===== src/rtl/srot_pkg.sv =====
package srot_pkg;
  localparam int DW = 32;

  // op[2:1] kind, op[0] direction (1 = left)
  localparam logic [1:0] K_ARITH = 2'b00;
  localparam logic [1:0] K_LOGIC = 2'b01;
  localparam logic [1:0] K_RXTD  = 2'b10;
  localparam logic [1:0] K_ROT   = 2'b11;

  typedef enum logic [1:0] {
    SZ_BYTE = 2'b00,
    SZ_WORD = 2'b01,
    SZ_LONG = 2'b10,
    SZ_RSVD = 2'b11
  } srot_size_e;

  typedef enum logic [1:0] {
    PH_IDLE = 2'b00,
    PH_RUN  = 2'b01,
    PH_DONE = 2'b10
  } srot_phase_e;

  typedef struct packed {
    logic [DW-1:0] val;
    logic          x;
    logic          c;
    logic          v;
  } srot_state_t;

  function automatic int msb_of(srot_size_e s);
    case (s)
      SZ_BYTE: return 7;
      SZ_WORD: return 15;
      default: return DW - 1;
    endcase
  endfunction
endpackage


===== src/rtl/srot_decode.sv =====
module srot_decode
  import srot_pkg::*;
#(
  parameter int CNT_W = 6,
  parameter int LAT_W = 8
) (
  input  logic             mem_form,
  input  logic             imm_form,
  input  logic [CNT_W-1:0] count,
  input  logic [1:0]       size_raw,
  output srot_size_e       eff_size,
  output logic [CNT_W-1:0] steps,
  output logic [LAT_W-1:0] latency
);
  localparam int BASE_SHORT = 6;
  localparam int BASE_LONG  = 8;
  localparam int MEM_LAT    = 8;

  logic [LAT_W-1:0] base;

  always_comb begin
    if (mem_form) begin
      eff_size = SZ_WORD;
      steps    = CNT_W'(1);
    end else begin
      eff_size = srot_size_e'(size_raw);
      if (imm_form)
        steps = (count[2:0] == 3'd0) ? CNT_W'(8) : CNT_W'(count[2:0]);
      else
        steps = count;
    end
    base = (eff_size == SZ_BYTE || eff_size == SZ_WORD) ? LAT_W'(BASE_SHORT)
                                                        : LAT_W'(BASE_LONG);
    if (mem_form) latency = LAT_W'(MEM_LAT);
    else          latency = base + (LAT_W'(steps) << 1);
  end
endmodule


===== src/rtl/srot_step.sv =====
module srot_step
  import srot_pkg::*;
(
  input  srot_state_t cur,
  input  logic [2:0]  op,
  input  srot_size_e  size,
  output srot_state_t nxt
);
  logic [1:0] kind;
  logic       left;
  logic       top, bot, fill, out_bit;
  int         msb;

  always_comb begin
    kind = op[2:1];
    left = op[0];
    msb  = msb_of(size);
    nxt  = cur;
    top  = cur.val[msb];
    bot  = cur.val[0];
    if (left) begin
      out_bit = top;
      case (kind)
        K_RXTD:  fill = cur.x;
        K_ROT:   fill = top;
        default: fill = 1'b0;
      endcase
      for (int i = 1; i < DW; i++)
        if (i <= msb) nxt.val[i] = cur.val[i-1];
      nxt.val[0] = fill;
      if (kind == K_ARITH) nxt.v = cur.v | (top ^ cur.val[msb-1]);
    end else begin
      out_bit = bot;
      case (kind)
        K_RXTD:  fill = cur.x;
        K_ROT:   fill = bot;
        K_ARITH: fill = top;
        default: fill = 1'b0;
      endcase
      for (int i = 0; i < DW - 1; i++)
        if (i < msb) nxt.val[i] = cur.val[i+1];
      nxt.val[msb] = fill;
    end
    nxt.c = out_bit;
    if (kind != K_ROT) nxt.x = out_bit;
  end
endmodule


===== src/rtl/srot_timer.sv =====
module srot_timer #(
  parameter int W = 8
) (
  input  logic         clk,
  input  logic         rst_n,
  input  logic         load,
  input  logic [W-1:0] load_val,
  input  logic         run,
  output logic         expired
);
  logic [W-1:0] cnt;

  always_ff @(posedge clk) begin
    if (!rst_n)                  cnt <= '0;
    else if (load)               cnt <= load_val;
    else if (run && cnt != '0)   cnt <= cnt - 1'b1;
  end

  assign expired = (cnt == '0);
endmodule


===== src/rtl/shift_rotate_unit.sv =====
module shift_rotate_unit
  import srot_pkg::*;
#(
  parameter int CNT_W = 6
) (
  input  logic          clk,
  input  logic          rst_n,
  input  logic          in_valid,
  output logic          in_ready,
  input  logic [2:0]    in_op,
  input  logic [1:0]    in_size,
  input  logic          in_mem,
  input  logic          in_imm,
  input  logic [CNT_W-1:0] in_count,
  input  logic [DW-1:0] in_data,
  input  logic          in_x,
  output logic          out_valid,
  input  logic          out_ready,
  output logic [DW-1:0] out_data,
  output logic          out_x,
  output logic          out_n,
  output logic          out_z,
  output logic          out_v,
  output logic          out_c
);
  localparam int MAX_LAT = 8 + 2 * ((1 << CNT_W) - 1);
  localparam int LAT_W   = $clog2(MAX_LAT + 1);

  srot_phase_e      phase;
  srot_state_t      cur, step_nxt;
  logic [2:0]       op_q;
  srot_size_e       size_q;
  logic [CNT_W-1:0] steps_q;

  srot_size_e       dec_size;
  logic [CNT_W-1:0] dec_steps;
  logic [LAT_W-1:0] dec_lat;
  logic             accept, tmr_expired;

  assign in_ready = (phase == PH_IDLE);
  assign accept   = in_valid && in_ready;

  srot_decode #(.CNT_W(CNT_W), .LAT_W(LAT_W)) u_dec (
    .mem_form (in_mem),
    .imm_form (in_imm),
    .count    (in_count),
    .size_raw (in_size),
    .eff_size (dec_size),
    .steps    (dec_steps),
    .latency  (dec_lat)
  );

  srot_step u_step (
    .cur  (cur),
    .op   (op_q),
    .size (size_q),
    .nxt  (step_nxt)
  );

  srot_timer #(.W(LAT_W)) u_tmr (
    .clk      (clk),
    .rst_n    (rst_n),
    .load     (accept),
    .load_val (dec_lat - 1'b1),
    .run      (phase == PH_RUN),
    .expired  (tmr_expired)
  );

  always_ff @(posedge clk) begin
    if (!rst_n) begin
      phase   <= PH_IDLE;
      cur     <= '0;
      op_q    <= '0;
      size_q  <= SZ_BYTE;
      steps_q <= '0;
    end else begin
      case (phase)
        PH_IDLE: if (in_valid) begin
          cur.val <= in_data;
          cur.x   <= in_x;
          cur.c   <= (in_op[2:1] == K_RXTD) ? in_x : 1'b0;
          cur.v   <= 1'b0;
          op_q    <= in_op;
          size_q  <= dec_size;
          steps_q <= dec_steps;
          phase   <= PH_RUN;
        end
        PH_RUN: begin
          if (steps_q != '0) begin
            cur     <= step_nxt;
            steps_q <= steps_q - 1'b1;
          end
          if (tmr_expired) phase <= PH_DONE;
        end
        PH_DONE: if (out_ready) phase <= PH_IDLE;
        default: phase <= PH_IDLE;
      endcase
    end
  end

  logic [DW-1:0] size_mask;
  always_comb begin
    case (size_q)
      SZ_BYTE: size_mask = DW'(32'h0000_00FF);
      SZ_WORD: size_mask = DW'(32'h0000_FFFF);
      default: size_mask = '1;
    endcase
  end

  assign out_valid = (phase == PH_DONE);
  assign out_data  = cur.val;
  assign out_x     = cur.x;
  assign out_c     = cur.c;
  assign out_v     = cur.v;
  assign out_n     = cur.val[msb_of(size_q)];
  assign out_z     = ((cur.val & size_mask) == '0);
endmodule


===== config.mk =====
export PLATFORM = sky130hd
export DESIGN_NAME = shift_rotate_unit
export DESIGN_NICKNAME = d
export VERILOG_FILES = /design/src/rtl/srot_pkg.sv /design/src/rtl/srot_decode.sv /design/src/rtl/srot_step.sv /design/src/rtl/srot_timer.sv /design/src/rtl/shift_rotate_unit.sv
export SDC_FILE = /design/constraint.sdc
export NUM_CORES = 1
export LEC_CHECK = 0
export BUFFER_PORTS_ARGS = -buffer_cell sky130_fd_sc_hd__buf_2
export CORE_MARGIN = 1
export CORE_UTILIZATION = 50
export CTS_CLUSTER_DIAMETER = 100
export DETAILED_ROUTE_END_ITERATION = 10
export GPL_ROUTABILITY_DRIVEN = 0
export HOLD_SLACK_MARGIN = 0.15
export PLACE_DENSITY = 0.77
export SLEW_MARGIN = 20
export SYNTH_ARGS = -nofsm -noshare
export SYNTH_HDL_FRONTEND = slang
export SYNTH_HIERARCHICAL = 1
export SYNTH_SLANG_ARGS = --single-unit

===== constraint.sdc =====
create_clock -name clk -period 3 [get_ports clk]
set_clock_uncertainty 0.2 [all_clocks]
set_input_delay 0.6 -clock clk [delete_from_list [all_inputs] [get_ports clk]]
set_output_delay 0.6 -clock clk [all_outputs]
set_load 0.01 [all_outputs]

After elaboration in Yosys (flattened, before gate mapping)

Index checks and enable logic that the tools add are counted.

Add/sub/neg operators: 5
$mul: 0
Div/mod/pow operators: 0
Order comparisons: 65
Eq/ne operators: 46
Shifts and indexed selects: 0
Mux-type cells: 131
Bitwise operators: 3
Reduce and logical (&&, ||, !) cells: 51

Operator list:

| cell                                                                             | count |
|---|---|
| 4-bit AND reduction                                                              | 32 |
| 1-bit 2-to-1 mux                                                                 | 104 |
| 3-bit != test (second input constant)                                            | 31 |
| 5-bit less-or-equal comparator (first input constant)                            | 16 |
| 5-bit < comparator (first input constant)                                        | 15 |
| 35-bit 2-to-1 mux                                                                | 2 |
| 35-bit case mux with 2 select lines                                              | 1 |
| 32-bit case mux with 2 select lines                                              | 1 |
| 4-bit by 5-bit less-or-equal comparator with 1-bit output (first input constant) | 8 |
| 4-bit by 5-bit < comparator with 1-bit output (first input constant)             | 8 |
| 32-bit bitwise AND                                                               | 1 |
| 32-bit bitwise mux                                                               | 1 |
| 32-bit logical NOT                                                               | 1 |
| 32-bit by 7-bit < comparator with 1-bit output (second input constant)           | 1 |
| 32-bit 2-to-1 mux                                                                | 1 |
| 6-bit 2-to-1 mux                                                                 | 4 |
| 8-bit 2-to-1 mux                                                                 | 3 |
| 3-bit by 5-bit less-or-equal comparator with 1-bit output (first input constant) | 4 |
| 3-bit by 5-bit < comparator with 1-bit output (first input constant)             | 4 |
| 8-bit by 1-bit subtractor with 8-bit output (second input constant)              | 2 |
| 2-bit != test (second input constant)                                            | 7 |
| 6-bit case mux with 2 select lines                                               | 1 |
| 1-bit binary-select mux with 5-bit select                                        | 2 |
| 2-bit by 5-bit less-or-equal comparator with 1-bit output (first input constant) | 2 |
| other kinds (31)                                                                 | 49 |

Flip-flop bits (word level): 56
Latch bits: 0
Bits in writable memories: 0
Memory bits (read-only): 0
Bits of input ports: 50
Output and inout bits: 39
Logic and storage cells: 341
Memories kept: 0

Longest topological paths before layout

Word-level depth: 12
Mapped depth: 13
Gate-level depth less buffers: 13

Cells and area by module

Netlist, hierarchy kept.

Modules (own cells, without submodules):

| module            | instances | cells an instance | area an instance (um^2) | sequential area each (um^2) |
|---|---|---|---|---|
| shift_rotate_unit | 1         | 309               | 2501.1                  | 960.9 |
| srot_step         | 1         | 122               | 853.3                   | 0.0 |
| srot_timer        | 1         | 58                | 508.0                   | 160.2 |
| srot_decode       | 1         | 41                | 289.0                   | 0.0 |

Worst setup path after synthesis

No wires, ideal clock.

Kind: in2reg
From: in in_mem
To: reg u_tmr.cnt[7]
Library setup time: 0.070 ns
Data arrival time: 2.801 ns
Required time: 2.730 ns
Path slack: -0.071 ns
Cell stages on the path: 13
Path buffers: 0
Path through: inv_2 nand2_1 ha_1 inv_1 fa_1 nor2b_1 o221ai_2 xor2_1 or4_1 nor4_2 xor2_1 o21ai_0 a21oi_1

Word-level cells in the longest chain between the ends: 8
Elaborated cells on any way between the ends: 10
Those cells by class: add/sub (2); eq/ne (1); mux (5); reduce/logical (2)

Ends and longest elaborated chain:

| item                                                                                       | RTL line                | text |
|---|---|---|
| start: declaration                                                                         | shift_rotate_unit.sv:12 | `input logic in_mem,` |
| 2-bit 2-to-1 mux                                                                           | srot_decode.sv:22       | `if (mem_form) begin` |
| 2-bit by 1-bit equality test with 1-bit output / 2-bit logical NOT (equally long branches) | srot_decode.sv:32       | `base = (eff_size == SZ_BYTE \|\| eff_size == SZ_WORD) ? LAT_W'(BASE_SHORT)` |
| 1-bit logical OR                                                                           | srot_decode.sv:32       |  |
| 4-bit 2-to-1 mux                                                                           | srot_decode.sv:32       |  |
| 8-bit by 7-bit adder with 8-bit output                                                     | srot_decode.sv:35       | `else latency = base + (LAT_W'(steps) << 1);` |
| 8-bit 2-to-1 mux (*)                                                                       | srot_decode.sv:34       | `if (mem_form) latency = LAT_W'(MEM_LAT);` |
| named net dec_lat[5]                                                                       | shift_rotate_unit.sv:37 | `logic [LAT_W-1:0] dec_lat;` |
| 8-bit by 1-bit subtractor with 8-bit output (*)                                            | shift_rotate_unit.sv:64 | `.load_val (dec_lat - 1'b1),` |
| 8-bit 2-to-1 mux (*)                                                                       | srot_timer.sv:15        | `else if (load) cnt <= load_val;` |
| end signal: assignment                                                                     | srot_timer.sv:15        |  |
| end signal: assignment                                                                     | srot_timer.sv:16        | `else if (run && cnt != '0) cnt <= cnt - 1'b1;` |
| end: declaration                                                                           | srot_timer.sv:11        | `logic [W-1:0] cnt;` |

Mark *: on every way through the listed nets, which the timed path passes. The rest lies on a longest branch.
A chain may end at the register's enable or synchronous reset.

Final worst setup path

Same ends and word-level chain as after synthesis.

==> impl_metrics.json <==
{
  "htree_levels": 2,
  "yosysMostFrequentCell": "nand2_1",
  "timing.max_cap.violations": 0,
  "netlist.area_leader.share_pct": 27.00,
  "finalHoldViolCount": 0,
  "n_antenna_cell": 0,
  "die_y_um": 93.12,
  "path_clk_slew_ns": 0.10,
  "final_antenna_net_count": 0,
  "worstReg2RegStart": "phase[0]$_SDFFE_PN0P_",
  "cp_max_fo": 4,
  "initial_core_util_pct": 52.63,
  "n_fill_cell": 691,
  "worstPathArrival_ns": 2.91,
  "clockRootBuffer": "clkbuf_8",
  "place_ws_ns": -0.2700,
  "synthesis.area_um2": 4151,
  "min_from": "out_v$_SDFFE_PN0P_",
  "synth_flop_cell": "dfxtp_1",
  "pin_count": 89,
  "p_leak_nw": 2.282,
  "required_ns": 3.05,
  "max_slew_margin_pct": 36.37,
  "nNetsFinal": 671,
  "num_rows": 32,
  "ys_ff_latch": 56,
  "slew_viol_final": 0,
  "clock-sinks": 56,
  "finalCritPeriodShare_pct": 95.34,
  "area.sequential_um2": 1122,
  "synth_edf_count": 0,
  "grt_max_degree": 49,
  "coreArea_um2": 7888,
  "cp_cell_sequence": "buf_2 -> inv_2 -> nand2_2 -> ha_4 -> inv_1 -> fa_2 -> nor2b_4 -> o221ai_2 -> xor2_1 -> or4_4 -> nor4_4 -> xor2_1 -> o21ai_0 -> a21oi_1",
  "firstDrtPassIters": 5,
  "startpoint_type": "input port",
  "path_buf_inv": 3,
  "synth_cell_types": 69,
  "status": "completed",
  "synth.area.top_cells": "dfxtp_1 27%, mux2i_1 8.7%, nand2_1 8.1%",
  "crit_type": "in2reg",
  "routed_wl_mm": 10.83,
  "hp-class": "reg2reg",
  "antenna_found_initial": 0,
  "drt_iter0_drc": 273,
  "cts_tree": "yes",
  "timing.fmax_mhz": 349.6,
  "vias_per_cell": 5.834,
  "clkLatencyLatePin_ns": 0.31,
  "cts_buffers": 5,
  "hpwl_mm": 7.610,
  "fp.dieW_um": 93.12,
  "vias": 4171,
  "grtUsageTotal_pct": 25.75,
  "synth_warnings": 6,
  "power_density_nw_per_um2": 605.8,
  "die_area_um2": 8671,
  "overflow": 0,
  "yosysSeqAreaShare_pct": 27.00,
  "cts_buffer_depth": 2,
  "synthArstFlopShare_pct": 0,
  "slowest_delay_ns": 0.53,
  "area_growth_pct": 17.15,
  "startpoint": "in_mem",
  "drc": 0,
  "placed_cells": 707,
  "finalSetupViolCount": 0,
  "wire_per_inst_um": 15.14,
  "worst_slew_pin_slew_ns": 0.9510,
  "worst_slack_ns": 0.1397,
  "yosysTopAreaCell": "dfxtp_1",
  "synth.top_cells.by_count": "90 x nand2_1, 56 x dfxtp_1, 50 x nor2_1",
  "port_buffers": 88,
  "synth_nets": 589,
  "cpMaxStageDelayCell": "or4_4",
  "period_needed_ns": 2.860,
  "rsz0062_at_grt": "false",
  "avgSynthCellArea_um2": 7.833,
  "grt_pass1_vias": 3905,
  "cp_top_family": "simple AND/OR/NAND/NOR gates",
  "fin_setup_tns_ns": 0,
  "grt_pass1_wl_mm": 18.15,
  "path_common_cell": "xor2_1",
  "endpoint_kind": "register",
  "multiInputGateArea_um2": 2783,
  "drive_above_1_share_pct": 25.61,
  "syn_inst": 530,
  "final_cells": 715,
  "peakVddDrop_mv": 0.3648
}
==> area by class of cell <==
| type | instances | share of cell area [%] |
|---|---|---|
| well taps | 102 | 2.624 |
| multi-input cells | 412 | 57.22 |
| flip-flops and latches | 56 | 23.08 |
| repair buffers | 114 | 13.07 |
| inverters | 23 | 1.801 |
| clock buffers | 6 | 1.492 |
| clock inverters | 2 | 0.7204 |
==> per-layer routing <==
metal	routed length, um	track usage (%)	up-vias
li1	-	-	2049
met1	4905	34.09	1985
met2	5278	43.14	124
met3	508	3.740	13
met4	135	7.949	0
met5	0	0	-
==> cell usage in the layout (no fill, tap or decap), types with 2 or more instances in the layout <==
| cell type | netlist | layout |
|---|---|---|
| nand2_1 | 90 | 89 |
| buf_2 | 22 | 88 |
| dfxtp_1 | 56 | 55 |
| nor2_1 | 50 | 49 |
| mux2i_1 | 36 | 36 |
| a21oi_1 | 29 | 29 |
| nand3_1 | 29 | 29 |
| buf_4 | 6 | 26 |
| o211a_1 | 24 | 24 |
| inv_1 | 20 | 20 |
| o21ai_0 | 18 | 18 |
| a311oi_1 | 13 | 13 |
| nor4_1 | 10 | 10 |
| xor2_1 | 9 | 9 |
| nor2b_1 | 9 | 8 |
| mux2_2 | 7 | 7 |
| ha_1 | 8 | 7 |
| xnor2_1 | 5 | 5 |
| nand2b_1 | 5 | 5 |
| clkbuf_8 | 0 | 5 |
| o31ai_1 | 5 | 5 |
| and2_1 | 4 | 4 |
| nor3b_1 | 4 | 4 |
| a31oi_1 | 4 | 4 |
| nor3_1 | 3 | 3 |
| nand4_1 | 3 | 3 |
| o211ai_1 | 3 | 3 |
| nand4b_1 | 3 | 3 |
| or4_4 | 1 | 2 |
| clkinv_2 | 1 | 2 |
| a21o_1 | 2 | 2 |
| or3_1 | 2 | 2 |
| mux2_4 | 2 | 2 |
| or4_1 | 3 | 2 |
==> stage by stage <==
step	utilization, %	area [um^2]	hold slack [ns]	power (W)
after floorplan	-	4187	0.2536	0.002078
after global placement	60.14	4743	0.2593	0.002384
after detailed placement	60.14	4743	0.2661	0.002442
after CTS	61.50	4851	0.2842	0.002945
after global routing	61.66	4863	0.3157	0.003164
final	61.66	4863	0.2836	0.002946
==> state kept, by name (all words and copies together), names as in the netlist <==
register and cells:
steps_q 6, phase 2, out_v 1, out_x 1, u_tmr/cnt 8, size_q 2, op_q 3, out_c 1
out_data 32
==> worst register-to-register path: cells and delay by family, from the launching register on <==
kind / cells / cell delay, ns
AND/OR/NAND/NOR: 4 / 1.38
flip-flops: 1 / 0.62
==> where the power goes <==
| group | internal [W] | switching [W] |
|---|---|---|
| clock | 0.000249 | 0.000253 |
| combinational | 0.000582 | 0.000732 |
| sequential | 0.000893 | 0.000239 |
| total | 0.00172 | 0.00122 |
==> timing repair <==
item | 4_1_cts | 5_1_grt
resized for setup | 0 | 3
buffers inserted | 0 | 0
hold buffers | 0 | 0
endpoints found under the setup margin | 0 | 2
==> worst paths after layout <==
| check | depth (start not counted) | endpoint | slack (ns) |
|---|---|---|---|
| worst min-delay path | 2 | out_v$_SDFFE_PN0P_ | 0.28 |
| worst max register to register | 4 | u_tmr/cnt[1]$_SDFFE_PN0P_ | 0.75 |
| worst min register to register | 2 | out_v$_SDFFE_PN0P_ | 0.28 |
| worst max-delay path | 14 | u_tmr/cnt[7]$_SDFFE_PN0P_ | 0.14 |
==> logic make-up after synthesis <==
kind of cell	share of synthesized area, %
and+or+nand+nor	26.40
AOI/OAI and AO/OA	21.97
buffers and inverters	7.384
DFF	27.00
muxes	11.30
xor gates and xnor gates	2.954
adders and majority gates	2.893
other	0.09033
Note: power is estimated with default switching activity, not from simulation.
